`config.mk`:
```
export PLATFORM = sky130hd
export DESIGN_NAME = page_xlate_unit
export DESIGN_NICKNAME = d
export VERILOG_FILES = /design/src/rtl/xlat_pkg.sv /design/src/rtl/xlat_page_table.sv /design/src/rtl/xlat_tlb.sv /design/src/rtl/xlat_ctrl.sv /design/src/rtl/page_xlate_unit.sv
export SDC_FILE = /design/constraint.sdc
export NUM_CORES = 1
export LEC_CHECK = 0
export BUFFER_PORTS_ARGS = -buffer_cell sky130_fd_sc_hd__buf_4
export CAP_MARGIN = 20
export CORE_ASPECT_RATIO = 1.5
export CORE_UTILIZATION = 60
export CTS_CLUSTER_SIZE = 14
export DETAILED_ROUTE_END_ITERATION = 12
export MAX_ROUTING_LAYER = met4
export PLACE_DENSITY = 0.89
export REMOVE_ABC_BUFFERS = 1
export SLEW_MARGIN = 20
export SYNTH_ARGS = -nofsm -noshare
export SYNTH_HDL_FRONTEND = slang
export SYNTH_SLANG_ARGS = --single-unit
```
`constraint.sdc`:
```
create_clock -name clk -period 4.9 [get_ports clk]
set_clock_uncertainty 0.15 [all_clocks]
set_input_delay 0.49 -clock clk [delete_from_list [all_inputs] [get_ports clk]]
set_output_delay 0.49 -clock clk [all_outputs]
set_load 0.01 [all_outputs]
```
`src/rtl/xlat_pkg.sv`:
```
package xlat_pkg;

    typedef enum logic [1:0] {
        XS_OK    = 2'd0,
        XS_FAULT = 2'd1,
        XS_BOUND = 2'd2
    } xstat_e;

endpackage

```
`src/rtl/xlat_page_table.sv`:
```
module xlat_page_table #(
    parameter int VPN_W = 4,
    parameter int PFN_W = 6
) (
    input  logic             clk,
    input  logic             rst_n,
    input  logic             wr_en,
    input  logic [VPN_W-1:0] wr_vpn,
    input  logic [PFN_W-1:0] wr_pfn,
    input  logic             wr_vld,
    input  logic [VPN_W-1:0] rd_vpn,
    output logic             rd_vld,
    output logic [PFN_W-1:0] rd_pfn
);

    localparam int DEPTH = 1 << VPN_W;

    typedef struct packed {
        logic             vld;
        logic [PFN_W-1:0] pfn;
    } pte_t;

    typedef struct packed {
        pte_t [DEPTH-1:0] ent;
    } pt_state_t;

    pt_state_t st_d, st_q;

    always_comb begin
        st_d = st_q;
        if (wr_en) begin
            st_d.ent[wr_vpn].vld = wr_vld;
            st_d.ent[wr_vpn].pfn = wr_pfn;
        end
    end

    always_ff @(posedge clk) begin
        if (!rst_n) st_q <= '0;
        else        st_q <= st_d;
    end

    assign rd_vld = st_q.ent[rd_vpn].vld;
    assign rd_pfn = st_q.ent[rd_vpn].pfn;

endmodule

```
`src/rtl/xlat_tlb.sv`:
```
module xlat_tlb #(
    parameter int N     = 4,
    parameter int VPN_W = 4,
    parameter int PFN_W = 6
) (
    input  logic             clk,
    input  logic             rst_n,
    input  logic [VPN_W-1:0] lk_vpn,
    output logic             lk_hit,
    output logic [PFN_W-1:0] lk_pfn,
    input  logic             flush_en,
    input  logic [VPN_W-1:0] flush_vpn,
    input  logic             ins_en,
    input  logic [VPN_W-1:0] ins_vpn,
    input  logic [PFN_W-1:0] ins_pfn
);

    localparam int IDX_W = (N > 1) ? $clog2(N) : 1;

    typedef struct packed {
        logic             vld;
        logic [VPN_W-1:0] vpn;
        logic [PFN_W-1:0] pfn;
    } tlbe_t;

    typedef struct packed {
        tlbe_t [N-1:0]    ent;
        logic [IDX_W-1:0] rr;
    } tlb_state_t;

    tlb_state_t st_d, st_q;

    logic [N-1:0] hit_vec;
    logic [N-1:0] flush_vec;
    logic [N-1:0] dup_vec;

    for (genvar g = 0; g < N; g++) begin : g_cmp
        assign hit_vec[g]   = st_q.ent[g].vld && (st_q.ent[g].vpn == lk_vpn);
        assign flush_vec[g] = st_q.ent[g].vld && (st_q.ent[g].vpn == flush_vpn);
        assign dup_vec[g]   = st_q.ent[g].vld && (st_q.ent[g].vpn == ins_vpn);
    end

    always_comb begin
        lk_pfn = '0;
        for (int i = 0; i < N; i++) begin
            if (hit_vec[i]) lk_pfn = lk_pfn | st_q.ent[i].pfn;
        end
    end

    assign lk_hit = |hit_vec;

    always_comb begin
        st_d = st_q;
        if (flush_en) begin
            for (int i = 0; i < N; i++) begin
                if (flush_vec[i]) st_d.ent[i].vld = 1'b0;
            end
        end
        if (ins_en) begin
            st_d.ent[st_q.rr].vld = 1'b1;
            st_d.ent[st_q.rr].vpn = ins_vpn;
            st_d.ent[st_q.rr].pfn = ins_pfn;
            st_d.rr = (st_q.rr == IDX_W'(N-1)) ? '0 : st_q.rr + 1'b1;
        end
    end

    always_ff @(posedge clk) begin
        if (!rst_n) st_q <= '0;
        else        st_q <= st_d;
    end

    // Checker state: the page flushed in the previous cycle
    logic [VPN_W-1:0] chk_flush_vpn_q;
    logic [N-1:0]     stale_vec;

    always_ff @(posedge clk) begin
        if (!rst_n) chk_flush_vpn_q <= '0;
        else        chk_flush_vpn_q <= flush_vpn;
    end

    for (genvar g = 0; g < N; g++) begin : g_stale
        assign stale_vec[g] = st_q.ent[g].vld && (st_q.ent[g].vpn == chk_flush_vpn_q);
    end

    AST_TLB_UNIQUE: assert property (@(posedge clk) disable iff (!rst_n)
        $onehot0(hit_vec));

    AST_TLB_NO_DUP_INSTALL: assert property (@(posedge clk) disable iff (!rst_n)
        ins_en |-> !(|dup_vec));

    AST_TLB_FLUSH_GONE: assert property (@(posedge clk) disable iff (!rst_n)
        (flush_en && !(ins_en && ins_vpn == flush_vpn)) |=> !(|stale_vec));

endmodule

```
`src/rtl/xlat_ctrl.sv`:
```
module xlat_ctrl
    import xlat_pkg::*;
#(
    parameter int VPN_W = 4,
    parameter int OFS_W = 12,
    parameter int PFN_W = 6
) (
    input  logic                   clk,
    input  logic                   rst_n,
    input  logic                   req_valid,
    output logic                   req_ready,
    input  logic [VPN_W+OFS_W-1:0] req_laddr,
    output logic                   rsp_valid,
    output logic [1:0]             rsp_status,
    output logic [PFN_W+OFS_W-1:0] rsp_paddr,
    output logic                   rsp_hit,
    input  logic                   len_we,
    input  logic [VPN_W:0]         len_value,
    input  logic                   tbl_we,
    input  logic [VPN_W-1:0]       tbl_page,
    output logic [VPN_W-1:0]       lk_vpn,
    input  logic                   tlb_hit,
    input  logic [PFN_W-1:0]       tlb_pfn,
    input  logic                   pt_vld,
    input  logic [PFN_W-1:0]       pt_pfn,
    output logic                   ins_en,
    output logic [VPN_W-1:0]       ins_vpn,
    output logic [PFN_W-1:0]       ins_pfn
);

    localparam int LA_W  = VPN_W + OFS_W;
    localparam int PA_W  = PFN_W + OFS_W;
    localparam int LEN_W = VPN_W + 1;

    typedef enum logic [1:0] {
        PH_IDLE = 2'd0,
        PH_LOOK = 2'd1,
        PH_WALK = 2'd2
    } phase_e;

    typedef struct packed {
        phase_e          phase;
        logic [LA_W-1:0] laddr;
        logic [LEN_W-1:0] len;
        logic            rvalid;
        xstat_e          rstat;
        logic [PA_W-1:0] rpaddr;
        logic            rhit;
    } ctrl_state_t;

    ctrl_state_t st_d, st_q;

    logic [VPN_W-1:0] vpn;
    logic [OFS_W-1:0] ofs;
    logic             in_range;

    assign vpn      = st_q.laddr[OFS_W +: VPN_W];
    assign ofs      = st_q.laddr[OFS_W-1:0];
    assign in_range = {1'b0, vpn} < st_q.len;

    always_comb begin
        st_d        = st_q;
        st_d.rvalid = 1'b0;
        ins_en      = 1'b0;
        if (len_we) st_d.len = len_value;
        unique case (st_q.phase)
            PH_IDLE: begin
                if (req_valid) begin
                    st_d.laddr = req_laddr;
                    st_d.phase = PH_LOOK;
                end
            end
            PH_LOOK: begin
                if (!in_range) begin
                    st_d.rvalid = 1'b1;
                    st_d.rstat  = XS_BOUND;
                    st_d.rpaddr = '0;
                    st_d.rhit   = 1'b0;
                    st_d.phase  = PH_IDLE;
                end else if (tlb_hit) begin
                    st_d.rvalid = 1'b1;
                    st_d.rstat  = XS_OK;
                    st_d.rpaddr = {tlb_pfn, ofs};
                    st_d.rhit   = 1'b1;
                    st_d.phase  = PH_IDLE;
                end else begin
                    st_d.phase  = PH_WALK;
                end
            end
            PH_WALK: begin
                st_d.rvalid = 1'b1;
                st_d.rhit   = 1'b0;
                st_d.phase  = PH_IDLE;
                if (pt_vld) begin
                    st_d.rstat  = XS_OK;
                    st_d.rpaddr = {pt_pfn, ofs};
                    ins_en      = !(tbl_we && tbl_page == vpn);
                end else begin
                    st_d.rstat  = XS_FAULT;
                    st_d.rpaddr = '0;
                end
            end
            default: st_d.phase = PH_IDLE;
        endcase
    end

    always_ff @(posedge clk) begin
        if (!rst_n) begin
            st_q       <= '0;
            st_q.phase <= PH_IDLE;
            st_q.rstat <= XS_OK;
            st_q.len   <= LEN_W'(1 << VPN_W);
        end else begin
            st_q <= st_d;
        end
    end

    assign req_ready  = (st_q.phase == PH_IDLE);
    assign rsp_valid  = st_q.rvalid;
    assign rsp_status = st_q.rstat;
    assign rsp_paddr  = st_q.rpaddr;
    assign rsp_hit    = st_q.rhit;
    assign lk_vpn     = vpn;
    assign ins_vpn    = vpn;
    assign ins_pfn    = pt_pfn;

    AST_ONE_PULSE: assert property (@(posedge clk) disable iff (!rst_n)
        rsp_valid |=> !rsp_valid);

    AST_RSP_WHEN_IDLE: assert property (@(posedge clk) disable iff (!rst_n)
        rsp_valid |-> req_ready);

    AST_BOUND_ONLY_ILLEGAL: assert property (@(posedge clk) disable iff (!rst_n)
        (rsp_valid && rsp_status == XS_BOUND) |-> ({1'b0, $past(vpn)} >= $past(st_q.len)));

    AST_LEGAL_NOT_BOUND: assert property (@(posedge clk) disable iff (!rst_n)
        (rsp_valid && rsp_status != XS_BOUND) |-> ({1'b0, $past(vpn)} < $past(st_q.len)));

    AST_NONOK_ZERO: assert property (@(posedge clk) disable iff (!rst_n)
        (rsp_valid && rsp_status != XS_OK) |-> (rsp_paddr == '0));

    AST_OFS_PASS: assert property (@(posedge clk) disable iff (!rst_n)
        (rsp_valid && rsp_status == XS_OK) |-> (rsp_paddr[OFS_W-1:0] == st_q.laddr[OFS_W-1:0]));

    AST_HIT_IS_OK: assert property (@(posedge clk) disable iff (!rst_n)
        (rsp_valid && rsp_hit) |-> (rsp_status == XS_OK));

    AST_NO_BAD_STATUS: assert property (@(posedge clk) disable iff (!rst_n)
        rsp_valid |-> (rsp_status != 2'd3));

endmodule

```
`src/rtl/page_xlate_unit.sv`:
```
module page_xlate_unit
    import xlat_pkg::*;
#(
    parameter int OFS_W = 12,
    parameter int VPN_W = 4,
    parameter int PFN_W = 6,
    parameter int TLB_N = 4
) (
    input  logic                   clk,
    input  logic                   rst_n,
    input  logic                   req_valid,
    output logic                   req_ready,
    input  logic [VPN_W+OFS_W-1:0] req_laddr,
    output logic                   rsp_valid,
    output logic [1:0]             rsp_status,
    output logic [PFN_W+OFS_W-1:0] rsp_paddr,
    output logic                   rsp_hit,
    input  logic                   tbl_we,
    input  logic [VPN_W-1:0]       tbl_page,
    input  logic [PFN_W-1:0]       tbl_frame,
    input  logic                   tbl_valid,
    input  logic                   len_we,
    input  logic [VPN_W:0]         len_value
);

    logic [VPN_W-1:0] lk_vpn;
    logic             tlb_hit;
    logic [PFN_W-1:0] tlb_pfn;
    logic             pt_vld;
    logic [PFN_W-1:0] pt_pfn;
    logic             ins_en;
    logic [VPN_W-1:0] ins_vpn;
    logic [PFN_W-1:0] ins_pfn;

    xlat_ctrl #(
        .VPN_W(VPN_W),
        .OFS_W(OFS_W),
        .PFN_W(PFN_W)
    ) u_ctrl (
        .clk        (clk),
        .rst_n      (rst_n),
        .req_valid  (req_valid),
        .req_ready  (req_ready),
        .req_laddr  (req_laddr),
        .rsp_valid  (rsp_valid),
        .rsp_status (rsp_status),
        .rsp_paddr  (rsp_paddr),
        .rsp_hit    (rsp_hit),
        .len_we     (len_we),
        .len_value  (len_value),
        .tbl_we     (tbl_we),
        .tbl_page   (tbl_page),
        .lk_vpn     (lk_vpn),
        .tlb_hit    (tlb_hit),
        .tlb_pfn    (tlb_pfn),
        .pt_vld     (pt_vld),
        .pt_pfn     (pt_pfn),
        .ins_en     (ins_en),
        .ins_vpn    (ins_vpn),
        .ins_pfn    (ins_pfn)
    );

    xlat_tlb #(
        .N    (TLB_N),
        .VPN_W(VPN_W),
        .PFN_W(PFN_W)
    ) u_tlb (
        .clk       (clk),
        .rst_n     (rst_n),
        .lk_vpn    (lk_vpn),
        .lk_hit    (tlb_hit),
        .lk_pfn    (tlb_pfn),
        .flush_en  (tbl_we),
        .flush_vpn (tbl_page),
        .ins_en    (ins_en),
        .ins_vpn   (ins_vpn),
        .ins_pfn   (ins_pfn)
    );

    xlat_page_table #(
        .VPN_W(VPN_W),
        .PFN_W(PFN_W)
    ) u_table (
        .clk    (clk),
        .rst_n  (rst_n),
        .wr_en  (tbl_we),
        .wr_vpn (tbl_page),
        .wr_pfn (tbl_frame),
        .wr_vld (tbl_valid),
        .rd_vpn (lk_vpn),
        .rd_vld (pt_vld),
        .rd_pfn (pt_pfn)
    );

endmodule

```
After elaboration in Yosys (flattened, before gate mapping)
Cells that the tools add are included.

storage, ports and cells
  word-level logic and storage cells = 134
  register bits = 203

cells by class
  reductions and logical operators = 17
  $add $sub $neg = 1
  magnitude comparators = 6
  bitwise gates (word level) = 3
  muxes and demuxes = 41
  eq/ne operators = 14

operators with widths
  kind                number
  $bwmux 112          2
  $bwmux 44           3
  $demux 11 s2        3
  $demux 7 s4         2
  $mux 46             1
  $mux 22             2
  $pmux 22 s2         1
  $eq 4x4->1          9
  $mux 6              6
  $bmux 7 s4          1
  $mux 19             1
  $mux 18             1
  $or 6x6->6          3
  $mux 7              2
  $logic_and 1x1->1   11
  $mux 11             1
  $lt 4x5->1 const B  2
  $mux 1              10
  $mux 10             1
  $mux 2              3
  $lt 4x5->1          1
  $eq 2x2->1 const B  2
  $ge 4x1->1 const B  1
  $pmux 2 s2          1
  11 further kinds    12

Depth between registers and ports, before layout
  depth after elaboration = 12
  mapped depth = 10

Cells and area by module
A second synthesis with hierarchy kept.

second synthesis, totals
  cells, all modules = 1105
  area, all modules = 9985.8 um2

modules (own cells, without submodules)
  module           cells each  area each (um2)  times used
  xlat_page_table  596         5576.6           1
  xlat_tlb         276         2277.2           1
  xlat_ctrl        233         2132.0           1

Worst setup path after synthesis
No wires, ideal clock.

  path type = register to register
  start = register u_ctrl.st_q, in the netlist u_ctrl.ins_vpn[0]
  end = register u_ctrl.st_q, in the netlist u_ctrl.rsp_paddr[13]
  arrival = 1.833 ns
  library setup time = 0.124 ns
  cell stages (with the launch flop) = 9
  setup slack = 2.793 ns
  clock period less this slack = 2.107 ns
  data required time = 4.626 ns
  path through = dfxtp_1 > buf_6 > buf_6 > buf_4 > mux4_2 > a22oi_1 > nand2_1 > a22oi_1 > a21oi_1

on the way
  word-level cells in the longest chain between the ends = 12
  elaborated cells between the ends (all ways) = 25
  those cells by class = order compare (1); eq/ne (5); mux (10); bitwise (3); reduce/logical (6)

RTL lines
  element                 RTL line          text
  start, declared         xlat_ctrl.sv:51   ctrl_state_t st_d, st_q;
  start signal, assigned  xlat_ctrl.sv:114  st_q <= st_d;
  $eq 4x4->1              --
  $logic_and 1x1->1       xlat_tlb.sv:38    assign hit_vec[g] = st_q.ent[g].vld && (st_q.ent[g].vpn == lk_vpn);
  $mux 6                  xlat_tlb.sv:46    if (hit_vec[i]) lk_pfn = lk_pfn | st_q.ent[i].pfn;
  $or 6x6->6              xlat_tlb.sv:46
  $mux 6                  xlat_tlb.sv:46
  $or 6x6->6              xlat_tlb.sv:46
  $mux 6                  xlat_tlb.sv:46
  $or 6x6->6              xlat_tlb.sv:46
  $mux 6                  xlat_tlb.sv:46
  $mux 22                 xlat_ctrl.sv:80   end else if (tlb_hit) begin
  $mux 22                 xlat_ctrl.sv:74   if (!in_range) begin
  $pmux 22 s2             xlat_ctrl.sv:66   unique case (st_q.phase)

Parallel ways exist; a longest one is shown, timed or not. The select of a mux whose other input is x is not followed.
A chain may end at the register's enable or synchronous reset.

Worst setup path in the final report
  start = register u_ctrl.st_q, in the netlist u_ctrl.ins_vpn[1]
  end = register u_tlb.st_q[37] (netlist bit)

on the way
  word-level cells in the longest chain between the ends = 5
  elaborated cells between the ends (all ways) = 8
  those cells by class = eq/ne (1); mux (5); reduce/logical (2)

RTL lines
  element                                             RTL line        text
  branches (longest 5 deep; another with $bmux 7 s4)  --
  end signal, assigned                                xlat_tlb.sv:69  else st_q <= st_d;
  end, declared                                       xlat_tlb.sv:31  tlb_state_t st_d, st_q;

Several ways; the timed one is not identified. The select of a mux whose other input is x is not followed.

==> summary by stage <==
Synth
Ranked by total cell area, the synthesized netlist is headed by sky130_fd_sc_hd__dfxtp_1 (44%), sky130_fd_sc_hd__mux2i_1 (13%), sky130_fd_sc_hd__mux4_2 (7.1%). The number of different library cells used by synthesis comes to 45. After synthesis, the share of flip-flops with an asynchronous set or reset is 0%. The largest total area in the synthesized netlist belongs to sky130_fd_sc_hd__dfxtp_1. The count of flip-flops with a built-in enable after synthesis is 0. The share of the Yosys chip area taken by registers is 43.92%.

Counting flops and latches in the post-synthesis netlist gives 203. The dominant register cell in the synthesized netlist is sky130_fd_sc_hd__dfxtp_1. The average instance area after synthesis is about 9.6 sq um. The mapped cell area is roughly 9300 sq um. The count of warnings emitted by yosys is 0.

Summed over its instances, the top area cell type makes up 43.92% of the synthesized netlist area. The synthesized instance count is 968.

Timing
The count of final hold-check violations is 0. For the final routed database, the setup TNS stands at 0 ns. After layout, the minimum clock period comes to ~3.3 ns. The post-route worst hold slack is 0.08539 ns. The worst pin sits at a relative slew slack of between 20% and 30%. The number of max-slew violations in the final report was 0. The slew of the pin with the lowest slew margin is around 1.1 ns. The share of the cycle needed by the critical path after routing is 67.59%.

Setup violations remaining at the end of the flow were counted as 0. The maximum clock rate is around 300 MHz. Setup repair after global routing left no endpoint under its margin.

Drt
The via count normalized by instance count is 6.085. Dividing the detail-routed wire length by the instance count gives 18.77 um. The antenna violation net count after detailed routing is 0. The routed metal-1 wirelength is 8239 um. For this run, design rule violations remaining after detail routing come to 0. The routed design uses approximately 11000 um of met2 wire. The highest metal layer used by the detailed router is met4. The first routing iteration left 508 violations. The total met3 wirelength after detailed routing is 941 um. The first TritonRoute pass finished after 8 iterations. The total number of vias is 7107. The final layout contains routed wiring with a total length of 21930 um.

Cells and area
The antenna diode instance count is 0. From synthesis to final layout, the design area changed by 8.465%. For this run, the number of standard cells in the final layout without fillers is 1168. For this run, the post-layout net count is 1006. The fraction of layout instances using a drive strength above 1 is 14.55%.

Setup path
The critical path contains buffers and inverters numbering 0 combined. The kind of cell adding the most delay to the critical path is simple AND/OR/NAND/NOR gates. In this run the worst path has a maximum fanout of 25. The arrival time at the worst endpoint is 3.51 ns. The cell depth of the worst setup path is 6. The endpoint kind of the worst setup timing path is a flip-flop. The critical path class is flip-flop to flip-flop. STA classifies the critical path startpoint as a flip-flop.

In this design, the stage delay of the slowest critical-path cell is 0.79 ns. The slowest stage of the critical path belongs to the cell sky130_fd_sc_hd__dfxtp_2. For the worst flop-to-flop path, the logic depth is 6.

In this design, the critical path's most frequently occurring cell is sky130_fd_sc_hd__nand3_1. The signal on the critical path passes through mux4_2 > mux2i_1 > o22ai_2 > nand3_1 > nand3_1 > o21ai_0. Data on the critical path is required at its endpoint by between 5 and 6 ns.

GRT
For this run, the total global-route usage over all layers was measured as 29.05%. The via count of the first global-routing pass came to 7113. The wire length of the first global-routing pass is 35220 um. After global routing the overflow that remains totals 0. The number of antenna violations at the first check in global routing is 0. Entering global routing, the biggest net connects 116 pins.

Clock tree
The total clock sinks is just over 200. Post-CTS timing repair inserted 0 buffers for setup. The number of buffers created by CTS is 19. The CTS tree is built. No sink is reached through more buffers than the 3 on the longest clock path. After clock tree synthesis, the clock-pin slew on the worst setup and hold paths is 0.07 ns.

The CTS root buffer is sky130_fd_sc_hd__clkbuf_16. CTS built an H-tree with a depth of 1. Buffers inserted to repair hold after CTS numbered 0. The clock reaches the later pin of the worst-skew pair after 0.50 ns.

The number of gates resized after CTS is 0.

Floorplan
60 I/O pins were placed. The number of placement rows is 55. From left edge to right edge, the die measures 103.4 um.

The area of the core is 15070 sq um. The die is about 150 um tall. The die covers 15930 sq um. The initial utilization of the core area, before any placement, comes to between 60% and 70%.

Place
Counting tap cells, the placed design contains a total of around 1.1k instances. The post-DP HPWL is roughly 14000 um. Buffers placed on the I/O ports in this run total 59. At the end of routability-driven placement, the weighted congestion stood at ~0.90.

Power
The standby leakage power is 0.003924 uW. Power spread over the standard cell area amounts to 337.0 nW/um^2. The peak supply drop is around 0.33 mV.

Min path
The hold-critical path depth is 3. The min-delay analysis places its worst path in the category primary input to flip-flop.

Run
Across the run, the number of max-cap violations was 0.

Run status
The run finished with clean final reports.
==> state kept, by name (all words and copies together), names as in the netlist <==
signal / count
u_ctrl.rsp_paddr: 18
u_ctrl.rsp_valid: 1
u_ctrl.rsp_status: 2
u_ctrl.rsp_hit: 1
u_ctrl.st_q: 7
u_tlb.st_q: 46
u_ctrl.ins_vpn: 4
u_ctrl.ofs: 12
u_table.st_q: 112
==> path summary, 6_finish.rpt <==
| path | startpoint | end | slack, ns |
|---|---|---|---|
| worst max-delay path | u_ctrl.ins_vpn[1] | u_tlb.st_q[37] | 1.59 |
| worst min-delay path | len_value[4] | u_ctrl.st_q[26] | 0.09 |
| worst max register to register | u_ctrl.ins_vpn[1] | u_tlb.st_q[37] | 1.59 |
| worst min register to register | u_ctrl.rsp_status[1] | u_ctrl.rsp_status[1] | 0.31 |
==> logic make-up (layout without fill, tap and decap cells) <==
group	Yosys count	after routing	share of synthesized area [%]
simple gates	332	332	15.81
flops	203	203	43.92
mux	149	149	20.18
compound gates	130	130	9.236
buf+inv	108	109	6.099
xor+xnor	36	36	3.408
fa+ha+maj	10	10	1.352
==> synth_stat cells (9+ instances only) <==
master,number
sky130_fd_sc_hd__nand3_1,50
sky130_fd_sc_hd__buf_4,26
sky130_fd_sc_hd__a22oi_1,18
sky130_fd_sc_hd__nand2_1,85
sky130_fd_sc_hd__xnor2_1,9
sky130_fd_sc_hd__inv_1,11
sky130_fd_sc_hd__mux4_2,29
sky130_fd_sc_hd__o22ai_2,11
sky130_fd_sc_hd__a21oi_1,33
sky130_fd_sc_hd__dfxtp_1,203
sky130_fd_sc_hd__buf_2,13
sky130_fd_sc_hd__clkbuf_1,45
sky130_fd_sc_hd__mux2i_1,119
sky130_fd_sc_hd__nand4_1,25
sky130_fd_sc_hd__ha_1,10
sky130_fd_sc_hd__xor2_1,27
sky130_fd_sc_hd__nor2_1,143
sky130_fd_sc_hd__o21ai_0,35
==> cell usage in the layout, fill, tap and decap left out, drive strengths merged, types with 2 or more instances in the layout <==
| master | n |
|---|---|
| o21a | 4 |
| inv | 13 |
| clkbuf | 26 |
| o2111ai | 3 |
| and2 | 5 |
| o21ai | 42 |
| mux4 | 29 |
| nor2b | 3 |
| or3 | 4 |
| nor2 | 143 |
| a22oi | 18 |
| xor2 | 27 |
| a21o | 2 |
| nand4 | 25 |
| buf | 66 |
| o22ai | 13 |
| o31ai | 6 |
| a21oi | 33 |
| nand3b | 4 |
| clkinv | 4 |
| o41ai | 4 |
| nand3 | 50 |
| nor3 | 6 |
| nand2 | 85 |
| mux2i | 120 |
| nand2b | 5 |
| dfxtp | 203 |
| ha | 10 |
| xnor2 | 9 |
==> metrics by stage <==
| stage | worst slack [ns] | instance area [sq um] | util (%) | total power, uW |
|---|---|---|---|---|
| 2_1_floorplan | 1.485 | 8733 | - | 1926 |
| 3_3_place_gp | 1.732 | 9483 | 62.92 | 2043 |
| 3_5_place_dp | 1.668 | 9483 | 62.92 | 2052 |
| 4_1_cts | 1.631 | 10030 | 66.58 | 3385 |
| 5_1_grt | 1.366 | 10040 | 66.59 | 3486 |
| 6_report | 1.588 | 10040 | 66.59 | 3382 |
==> final cells by class <==
| type | count | area (sq um) |
|---|---|---|
| Sequential cell | 203 | 4066 |
| Inverter | 12 | 50.05 |
| Fill cell | 1073 | 5035 |
| Multi-Input combinational cell | 657 | 4624 |
| Clock buffer | 26 | 521.8 |
| Tap cell | 199 | 249.0 |
| Timing Repair Buffer | 66 | 495.5 |
| Clock inverter | 5 | 28.78 |
==> per-layer routing <==
layer | vias to the layer above | track usage (%)
met3 | 117 | 3.273
li1 | 3323 | -
met5 | - | -
met1 | 3391 | 31.53
met4 | 0 | 17.71
met2 | 276 | 49.61
==> where the power goes <==
part,internal [uW],total (uW),switching (uW)
registers,1680,1720,33.7
clock network,745,1360,616
logic,117,306,189
==> worst reg2reg max path: cells and delay by family, from the launching register on <==
family	cells	cell delay (ns)
and+or+nand+nor	2	1.04
DFF	1	0.79
muxes	2	0.51
AOI/OAI and AO/OA	2	0.69
Note: power is estimated with default switching activity, not from simulation.
